**src/rtl/intc_pkg.sv**
```systemverilog
package intc_pkg;
  localparam int unsigned BANK_W    = 32;
  localparam int unsigned REG_IDX_W = 5;

  // register index = addr[msb:3]; values fixed by the software-visible map
  typedef enum logic [REG_IDX_W-1:0] {
    RI_IRQ_ST  = 5'd0,
    RI_FIQ_ST  = 5'd1,
    RI_RAW_ST  = 5'd2,
    RI_ROUTE   = 5'd3,
    RI_EN_SET  = 5'd4,
    RI_EN_CLR  = 5'd5,
    RI_SW_SET  = 5'd6,
    RI_SW_CLR  = 5'd7,
    RI_SENSE   = 5'd8,
    RI_BOTH    = 5'd9,
    RI_POL     = 5'd10,
    RI_LAT_CLR = 5'd11,
    RI_LAT_ST  = 5'd12
  } reg_idx_e;

  typedef struct packed {
    logic en_set;
    logic en_clr;
    logic sw_set;
    logic sw_clr;
    logic route;
    logic sense;
    logic both;
    logic pol;
    logic lat_clr;
  } bank_wr_t;

  typedef struct packed {
    logic [BANK_W-1:0] irq;
    logic [BANK_W-1:0] fiq;
    logic [BANK_W-1:0] raw;
    logic [BANK_W-1:0] route;
    logic [BANK_W-1:0] en;
    logic [BANK_W-1:0] sw;
    logic [BANK_W-1:0] sense;
    logic [BANK_W-1:0] both;
    logic [BANK_W-1:0] pol;
    logic [BANK_W-1:0] lat;
  } bank_view_t;
endpackage

```
**src/rtl/intc_regdec.sv**
```systemverilog
module intc_regdec
  import intc_pkg::*;
#(
  parameter int unsigned NUM_BANKS  = 2,
  parameter int unsigned BANK_SEL_W = 1,
  parameter int unsigned ADDR_W     = 8
) (
  input  logic              we_i,
  input  logic [ADDR_W-1:0] addr_i,
  input  bank_view_t        views_i [NUM_BANKS],
  output bank_wr_t          wr_o    [NUM_BANKS],
  output logic [BANK_W-1:0] rdata_o
);
  logic [BANK_SEL_W-1:0] bank_idx;
  reg_idx_e              reg_idx;
  bank_view_t            sel_view;
  logic [1:0]            unused_lsb;

  assign bank_idx   = addr_i[2 +: BANK_SEL_W];
  assign reg_idx    = reg_idx_e'(addr_i[2+BANK_SEL_W +: REG_IDX_W]);
  assign sel_view   = views_i[bank_idx];
  assign unused_lsb = addr_i[1:0];

  always_comb begin
    for (int unsigned b = 0; b < NUM_BANKS; b++) begin
      wr_o[b] = '0;
      if (we_i && bank_idx == BANK_SEL_W'(b)) begin
        case (reg_idx)
          RI_EN_SET:  wr_o[b].en_set  = 1'b1;
          RI_EN_CLR:  wr_o[b].en_clr  = 1'b1;
          RI_SW_SET:  wr_o[b].sw_set  = 1'b1;
          RI_SW_CLR:  wr_o[b].sw_clr  = 1'b1;
          RI_ROUTE:   wr_o[b].route   = 1'b1;
          RI_SENSE:   wr_o[b].sense   = 1'b1;
          RI_BOTH:    wr_o[b].both    = 1'b1;
          RI_POL:     wr_o[b].pol     = 1'b1;
          RI_LAT_CLR: wr_o[b].lat_clr = 1'b1;
          default:    ;
        endcase
      end
    end
  end

  always_comb begin
    case (reg_idx)
      RI_IRQ_ST: rdata_o = sel_view.irq;
      RI_FIQ_ST: rdata_o = sel_view.fiq;
      RI_RAW_ST: rdata_o = sel_view.raw;
      RI_ROUTE:  rdata_o = sel_view.route;
      RI_EN_SET: rdata_o = sel_view.en;
      RI_SW_SET: rdata_o = sel_view.sw;
      RI_SENSE:  rdata_o = sel_view.sense;
      RI_BOTH:   rdata_o = sel_view.both;
      RI_POL:    rdata_o = sel_view.pol;
      RI_LAT_ST: rdata_o = sel_view.lat;
      default:   rdata_o = '0;  // clear regs and holes read zero
    endcase
  end
endmodule

```
**src/rtl/intc_bank.sv**
```systemverilog
module intc_bank
  import intc_pkg::*;
(
  input  logic              clk_i,
  input  logic              rst_ni,
  input  logic [BANK_W-1:0] src_i,
  input  bank_wr_t          wr_i,
  input  logic [BANK_W-1:0] wdata_i,
  output bank_view_t        view_o
);
  logic [BANK_W-1:0] en_q, sw_q, route_q, sense_q, both_q, pol_q, lat_q, prev_q;
  logic [BANK_W-1:0] act_now, act_prev, edge_hit, lat_clr, raw;

  assign act_now  = ~(src_i ^ pol_q);
  assign act_prev = ~(prev_q ^ pol_q);
  assign edge_hit = (both_q & (src_i ^ prev_q)) | (~both_q & act_now & ~act_prev);
  assign lat_clr  = wr_i.lat_clr ? wdata_i : '0;
  assign raw      = sw_q | (sense_q & act_now) | (~sense_q & lat_q);

  always_ff @(posedge clk_i or negedge rst_ni) begin
    if (!rst_ni) begin
      en_q    <= '0;
      sw_q    <= '0;
      route_q <= '0;
      sense_q <= '1;
      both_q  <= '0;
      pol_q   <= '1;
      lat_q   <= '0;
      prev_q  <= '0;
    end else begin
      prev_q <= src_i;
      // a fresh edge outranks a same-cycle clear
      lat_q  <= (lat_q & ~lat_clr) | (edge_hit & ~sense_q);
      if (wr_i.en_set) en_q    <= en_q | wdata_i;
      if (wr_i.en_clr) en_q    <= en_q & ~wdata_i;
      if (wr_i.sw_set) sw_q    <= sw_q | wdata_i;
      if (wr_i.sw_clr) sw_q    <= sw_q & ~wdata_i;
      if (wr_i.route)  route_q <= wdata_i;
      if (wr_i.sense)  sense_q <= wdata_i;
      if (wr_i.both)   both_q  <= wdata_i;
      if (wr_i.pol)    pol_q   <= wdata_i;
    end
  end

  always_comb begin
    view_o.raw   = raw;
    view_o.irq   = raw & en_q & ~route_q;
    view_o.fiq   = raw & en_q & route_q;
    view_o.route = route_q;
    view_o.en    = en_q;
    view_o.sw    = sw_q;
    view_o.sense = sense_q;
    view_o.both  = both_q;
    view_o.pol   = pol_q;
    view_o.lat   = lat_q;
  end
endmodule

```
**src/rtl/banked_intc.sv**
```systemverilog
module banked_intc
  import intc_pkg::*;
#(
  parameter  int unsigned NUM_BANKS  = 2,
  localparam int unsigned NUM_SRC    = NUM_BANKS * BANK_W,
  localparam int unsigned BANK_SEL_W = $clog2(NUM_BANKS),
  localparam int unsigned ADDR_W     = 2 + BANK_SEL_W + REG_IDX_W
) (
  input  logic               clk_i,
  input  logic               rst_ni,
  input  logic               we_i,
  input  logic [ADDR_W-1:0]  addr_i,
  input  logic [BANK_W-1:0]  wdata_i,
  output logic [BANK_W-1:0]  rdata_o,
  input  logic [NUM_SRC-1:0] src_i,
  output logic               irq_o,
  output logic               fiq_o
);
  bank_wr_t           bank_wr   [NUM_BANKS];
  bank_view_t         bank_view [NUM_BANKS];
  logic [NUM_SRC-1:0] en_all, lat_all, lat_clr_all, irq_all, fiq_all;

  intc_regdec #(
    .NUM_BANKS (NUM_BANKS),
    .BANK_SEL_W(BANK_SEL_W),
    .ADDR_W    (ADDR_W)
  ) u_regdec (
    .we_i   (we_i),
    .addr_i (addr_i),
    .views_i(bank_view),
    .wr_o   (bank_wr),
    .rdata_o(rdata_o)
  );

  for (genvar b = 0; b < NUM_BANKS; b++) begin : g_bank
    intc_bank u_bank (
      .clk_i  (clk_i),
      .rst_ni (rst_ni),
      .src_i  (src_i[b*BANK_W +: BANK_W]),
      .wr_i   (bank_wr[b]),
      .wdata_i(wdata_i),
      .view_o (bank_view[b])
    );
    assign en_all[b*BANK_W +: BANK_W]      = bank_view[b].en;
    assign lat_all[b*BANK_W +: BANK_W]     = bank_view[b].lat;
    assign irq_all[b*BANK_W +: BANK_W]     = bank_view[b].irq;
    assign fiq_all[b*BANK_W +: BANK_W]     = bank_view[b].fiq;
    assign lat_clr_all[b*BANK_W +: BANK_W] = bank_wr[b].lat_clr ? wdata_i : '0;
  end

  always_ff @(posedge clk_i or negedge rst_ni) begin
    if (!rst_ni) begin
      irq_o <= 1'b0;
      fiq_o <= 1'b0;
    end else begin
      irq_o <= |irq_all;
      fiq_o <= |fiq_all;
    end
  end
endmodule

```
**config.mk**
```make
export PLATFORM = sky130hd
export DESIGN_NAME = banked_intc
export DESIGN_NICKNAME = d
export VERILOG_FILES = /design/src/rtl/intc_pkg.sv /design/src/rtl/intc_regdec.sv /design/src/rtl/intc_bank.sv /design/src/rtl/banked_intc.sv
export SDC_FILE = /design/constraint.sdc
export NUM_CORES = 1
export LEC_CHECK = 0
export ABC_CLOCK_PERIOD_IN_PS = 4600
export BUFFER_PORTS_ARGS = -buffer_cell sky130_fd_sc_hd__buf_4
export CORE_ASPECT_RATIO = 0.8
export CORE_MARGIN = 10
export CORE_UTILIZATION = 65
export DETAILED_ROUTE_END_ITERATION = 10
export PLACE_DENSITY = 0.83
export SLEW_MARGIN = 20
export SYNTH_ARGS = -nofsm -noshare
export SYNTH_HDL_FRONTEND = slang
export SYNTH_SLANG_ARGS = --single-unit
```
**constraint.sdc**
```tcl
create_clock -name clk_i -period 4.6 [get_ports clk_i]
set_input_delay 0.46 -clock clk_i [delete_from_list [all_inputs] [get_ports clk_i]]
set_output_delay 0.46 -clock clk_i [all_outputs]
set_load 0.1 [all_outputs]
```
-- Word-level counts from Yosys, hierarchy flattened
Cells that the tools add are included.
- flip-flop bits (word level): 514
- input port bits: 107
- magnitude comparators: 1
- equality and inequality tests: 12
- multiplexer cells: 25
- bitwise operators: 59
- reductions and logical operators: 9
- operators with widths (operator ; count):
    2-to-1 mux 320 bit ; 3
    AND 32 bit ; 24
    NOT 32 bit ; 15
    bitwise OR 32 bit ; 12
    2-to-1 mux 32 bit ; 10
    one-hot mux 32 bit (10 select lines) ; 1
    XOR 32 bit ; 6
    OR reduction 64 bit ; 2
    == test 5 x 4 -> 1 bit (second input constant) ; 5
    == test 5 x 3 -> 1 bit (second input constant) ; 4
    2-to-1 mux 9 bit ; 2
    == test 5 x 2 -> 1 bit (second input constant) ; 2
    2-to-1 mux 1 bit ; 9
    nonzero test 2 bit ; 4
    == test 5 x 1 -> 1 bit (second input constant) ; 1
    logical NOT 5 bit ; 1
    >= comparator 2 bit (second input constant) ; 1
    logical AND 1 bit ; 2
    NOT 1 -> 2 bit ; 1
    NOT 1 bit ; 1

-- Logic depth before layout (Yosys ltp)
- depth in word-level cells: 11
- depth in mapped cells: 9
- depth with buffers taken out: 6

-- Hierarchy
Synthesis repeated with hierarchy kept, for this count alone.
- cell total of the unflattened synthesis: 2779
- area, all modules: 29613.4 sq um
- by module, submodules not included (module ; times used ; cells each ; area an instance (sq um) ; seq. area each (sq um)):
    intc_bank (g_bank[1].u_bank) ; 1 ; 1018 ; 11750.0 ; 6486.2
    intc_bank (g_bank[0].u_bank) ; 1 ; 1016 ; 11713.7 ; 6486.2
    intc_regdec ; 1 ; 701 ; 5821.8 ; 0.0
    banked_intc ; 1 ; 44 ; 327.8 ; 50.0

-- Least setup slack after synthesis
Ideal clock, no wire load.
- path type: in2out
- from: input addr_i[2]
- to: output rdata_o[0]
- data arrival time: 4346 ps
- required time: 4140 ps
- setup slack: -206 ps
- cell stages on the path: 7
- buffers on the path: 5
- cells stage by stage: clkbuf_1 > buf_2 > clkbuf_1 > buf_2 > clkbuf_1 > nor2_1 > o311ai_1
- cells in the longest elaborated chain, start to end: 5
- ends and longest elaborated chain (what ; RTL line ; RTL):
    start: declaration ; banked_intc.sv:12 ; input logic [ADDR_W-1:0] addr_i,
    NOT 1 -> 2 bit (not written as such) ; intc_regdec.sv:21 ; assign sel_view = views_i[bank_idx];
    2-to-1 mux 320 bit (not written as such) (3 in a row) ; intc_regdec.sv:21 ;
    one-hot mux 32 bit (10 select lines) ; intc_regdec.sv:45 ; case (reg_idx)
    end: declaration ; banked_intc.sv:14 ; output logic [BANK_W-1:0] rdata_o,
No other way between the ends. The select of a mux whose other input is x is not followed.

-- Worst setup path in the final report
- from: input addr_i[7]
- to: output rdata_o[0]
- cells in the longest elaborated chain, start to end: 2
- elaborated cells on any way between the ends: 11
- classes of those cells: eq/ne (9); mux (1); reduce/logical (1)
- ends and longest elaborated chain (what ; RTL line):
    == test 5 x 4 -> 1 bit, or another cell as far along ; intc_regdec.sv:45
    one-hot mux 32 bit (10 select lines) * ; intc_regdec.sv:45
Every way passes the cells marked *; elsewhere a longest branch is shown, timed or not.

==> summary.md <==
| Metric | Value |
|---|---|
| Status | `complete, but fails checks` |
| Failing checks | `negative hold slack` |
| Post-CTS Setup Bufs | `0` |
| Clock group share of total power | `34.2%` |
| Synth Warn # | `0` |
| P per Cell Area | `402 nW/um^2` |
| Setup TNS | `0 ns` |
| Root buf cell | `clkbuf_16` |
| Layout cells sized above 1 | `19.0%` |
| Initial Utilization | `66.3%` |
| Routed WL | `87500 um` |
| Predominant post-synthesis flop cell | `dfrtp_1` |
| Worst hold margin | `-0.0394 ns` |
| DP Wirelength | `57200 um` |
| Worst-margin pin slew | `1.12 ns` |
| Drt initial violations | `3673` |
| Die height | `206 um` |
| Dpl ws | `0.863 ns` |
| Flop-to-flop setup slack | `1.20 ns` |
| Die span in x | `252 um` |
| Synthesis-stage register bit count | `514` |
| Post-route cell area | `31400 um^2` |
| Clock Pin Slew Worst Setup and Hold Paths | `0.06 ns` |
| Slew Viols, Final | `0` |
| Final Non-Filler Cells | `3370` |
| Vias in the first global route | `23.5k` |
| H-tree depth | `2` |
| Cell Area, Placed | `29700 um^2` |
| Final WS setup | `0.710 ns` |
| Register share of total power | `46.2%` |
| Largest net degree at the start of global routing | `115` |
| First-pass GRT wire length | `135000 um` |
| Period minus WS final | `3.89 ns` |
| Slew HR | `25.1%` |
| Setup violators final | `0` |
| Top cells by area, synth | `dfrtp_1, dfstp_2, mux2i_1, mux2_1, a21oi_1` |
| Layout area overhead | `12.1%` |
| Die area | `51800 um^2` |
| Clock Latency Late Sink | `0.58 ns` |
| Dominant cell type by area after synthesis | `dfrtp_1` |
| GPL Wtd Cong | `1.02` |
| Pint | `8.72 mW` |
| Avg Cell Area, Syn | `10.3 um^2` |
| Tot Pwr | `12.6 mW` |
| Detailed-router iteration count before antenna repair | `8` |
| Final worst path period share | `84.6%` |
| Ports | `141` |
| Sequential Area | `13000 um^2` |
| FF-to-FF End | `irq_o` |
| Leakage power | `13.7 nW` |
| Count of cell types in the netlist | `58` |
| Gr ovfl total | `0` |
| Final Core Density | `74.3%` |
| Row Count | `67` |
| Core Area | `42300 um^2` |
| Fill count | `2845` |
| Via count | `23.4k` |
| Initial antenna violation count | `11` |
| Final nets | `2877` |
| Post-DRT Antenna Nets | `0` |
| Maximum vdd drop | `416 uV` |
| WL/cell | `26.0 um` |
| GRT Util Overall | `33.2%` |
| Mapped Area | `28000 um^2` |
| Logic pwr share | `19.6%` |
| Post-synth EDFFs | `0` |
| P_sw | `3.91 mW` |
| Hold Fails Final Rpt | `21` |
| Inst Count DP | `3269` |
| DRC viols | `0` |
| Area of the multi-input gates | `14200 um^2` |
| Max_cap viols | `0` |
| TritonCTS clock tree | `built` |
| Achievable frequency | `257 MHz` |
| Post-synthesis async set-or-reset flop share | `100%` |
| Post_cts resized | `0` |
| Most frequent cell after synthesis | `dfrtp_1` |
| Startpoint Class | `input port` |
| Skew final | `0.0170 ns` |
| WP data arrival | `3.43 ns` |
| Maximum fanout along the worst path | `17` |
| Post-synth top area share | `34.5%` |
| Fraction of power spent switching nets | `31.0%` |
| Worst r2r src | `g_bank[0].u_bank.pol_q[2]` |
| Total clock sinks | `514` |
| Crit path required time | `4.14 ns` |
| CTS buffer count | `51` |
| Syn Inst Count | `2720` |
| R2R cell count | `6` |
| Hold Crit Class | `in -> async` |
| CTS Hold Bufs | `0` |
| Port Buffer Count | `138` |
| Critical path class | `in -> out` |
| Vias/cell | `6.95` |
| Post-synth top cells | `dfrtp_1, a21oi_1, mux2i_1` |
| CTS Buffer Depth | `3` |
| RSZ-0062 raised after global routing | `no` |
| Crit. End Element | `output port` |
| Syn_nets | `2827` |
| Post-synthesis sequential area ratio | `46.5%` |
[worst max-delay path by stage]
stage / start / slack (ns) / to
after floorplan: addr_i[5] / 0.36 / rdata_o[16]
after global placement: addr_i[3] / 1.02 / rdata_o[7]
after detailed placement: addr_i[7] / 0.86 / rdata_o[0]
after CTS: addr_i[7] / 0.86 / rdata_o[0]
after global routing: addr_i[7] / 0.73 / rdata_o[0]
final: addr_i[7] / 0.71 / rdata_o[0]
[layout make-up]
type / count / area share (%)
multi-input combinational: 1981 / 45.2
sequential: 514 / 41.5
timing repair buffer: 202 / 5.36
clock buffer: 81 / 5.01
tap: 552 / 2.20
clock inverter: 14 / 0.470
inverter: 20 / 0.239
antenna: 6 / 0.0478
[worst max-delay path, cell delays in order]
cell,delay [ns]
buf_4,0.13
nand2b_1,0.25
or3_1,0.75
buf_4,0.47
o22ai_1,0.16
or4_1,0.57
a21oi_1,0.20
o311ai_2,0.16
buf_4,0.27
[routing by layer]
layer,track usage (%),routed length (um),vias up
li1,-,-,9979
met1,43.1,33300,11500
met2,50.9,38900,1571
met3,9.41,10900,386
met4,15.5,4420,8
met5,0.190,51,-
[kinds of logic after synthesis]
family                    after synthesis  share of synthesized area, %
buffers and inverters                 225                          3.07
xor gates and xnor gates              188                          5.88
muxes                                 490                          18.7
AOI/OAI and AO/OA                     652                          14.2
and+or+nand+nor                       651                          11.6
DFF                                   514                          46.5
[power by group through the flow]
| stage | clock network, mW | registers [mW] | logic, mW |
|---|---|---|---|
| final | 4.32 | 5.84 | 2.47 |
| after global routing | 4.51 | 5.92 | 2.66 |
| after CTS | 4.33 | 5.82 | 2.42 |
| after detailed placement | 0 | 5.88 | 2.39 |
| after global placement | 0 | 5.82 | 2.30 |
| after floorplan | 0 | 5.72 | 1.68 |
[cells in the final DEF, fill, tap and decap left out, drive strengths merged, types with 9 or more instances in the layout]
cell    count
a211o      25
a211oi     44
a21oi     277
a31oi      31
buf       202
clkbuf     81
clkinv     10
dfrtp     386
dfstp     128
inv        20
mux2      257
mux2i     233
nand2     197
nand2b     14
nand3      23
nand3b     18
nand4      24
nor2      137
nor2b      65
nor3       59
nor3b      11
nor4       36
o211ai      9
o21ai      62
o22ai     110
o31ai      62
o32ai      11
or3b        9
or4        18
xnor2     126
xor2       62
Note: power is estimated with default switching activity, not from simulation.
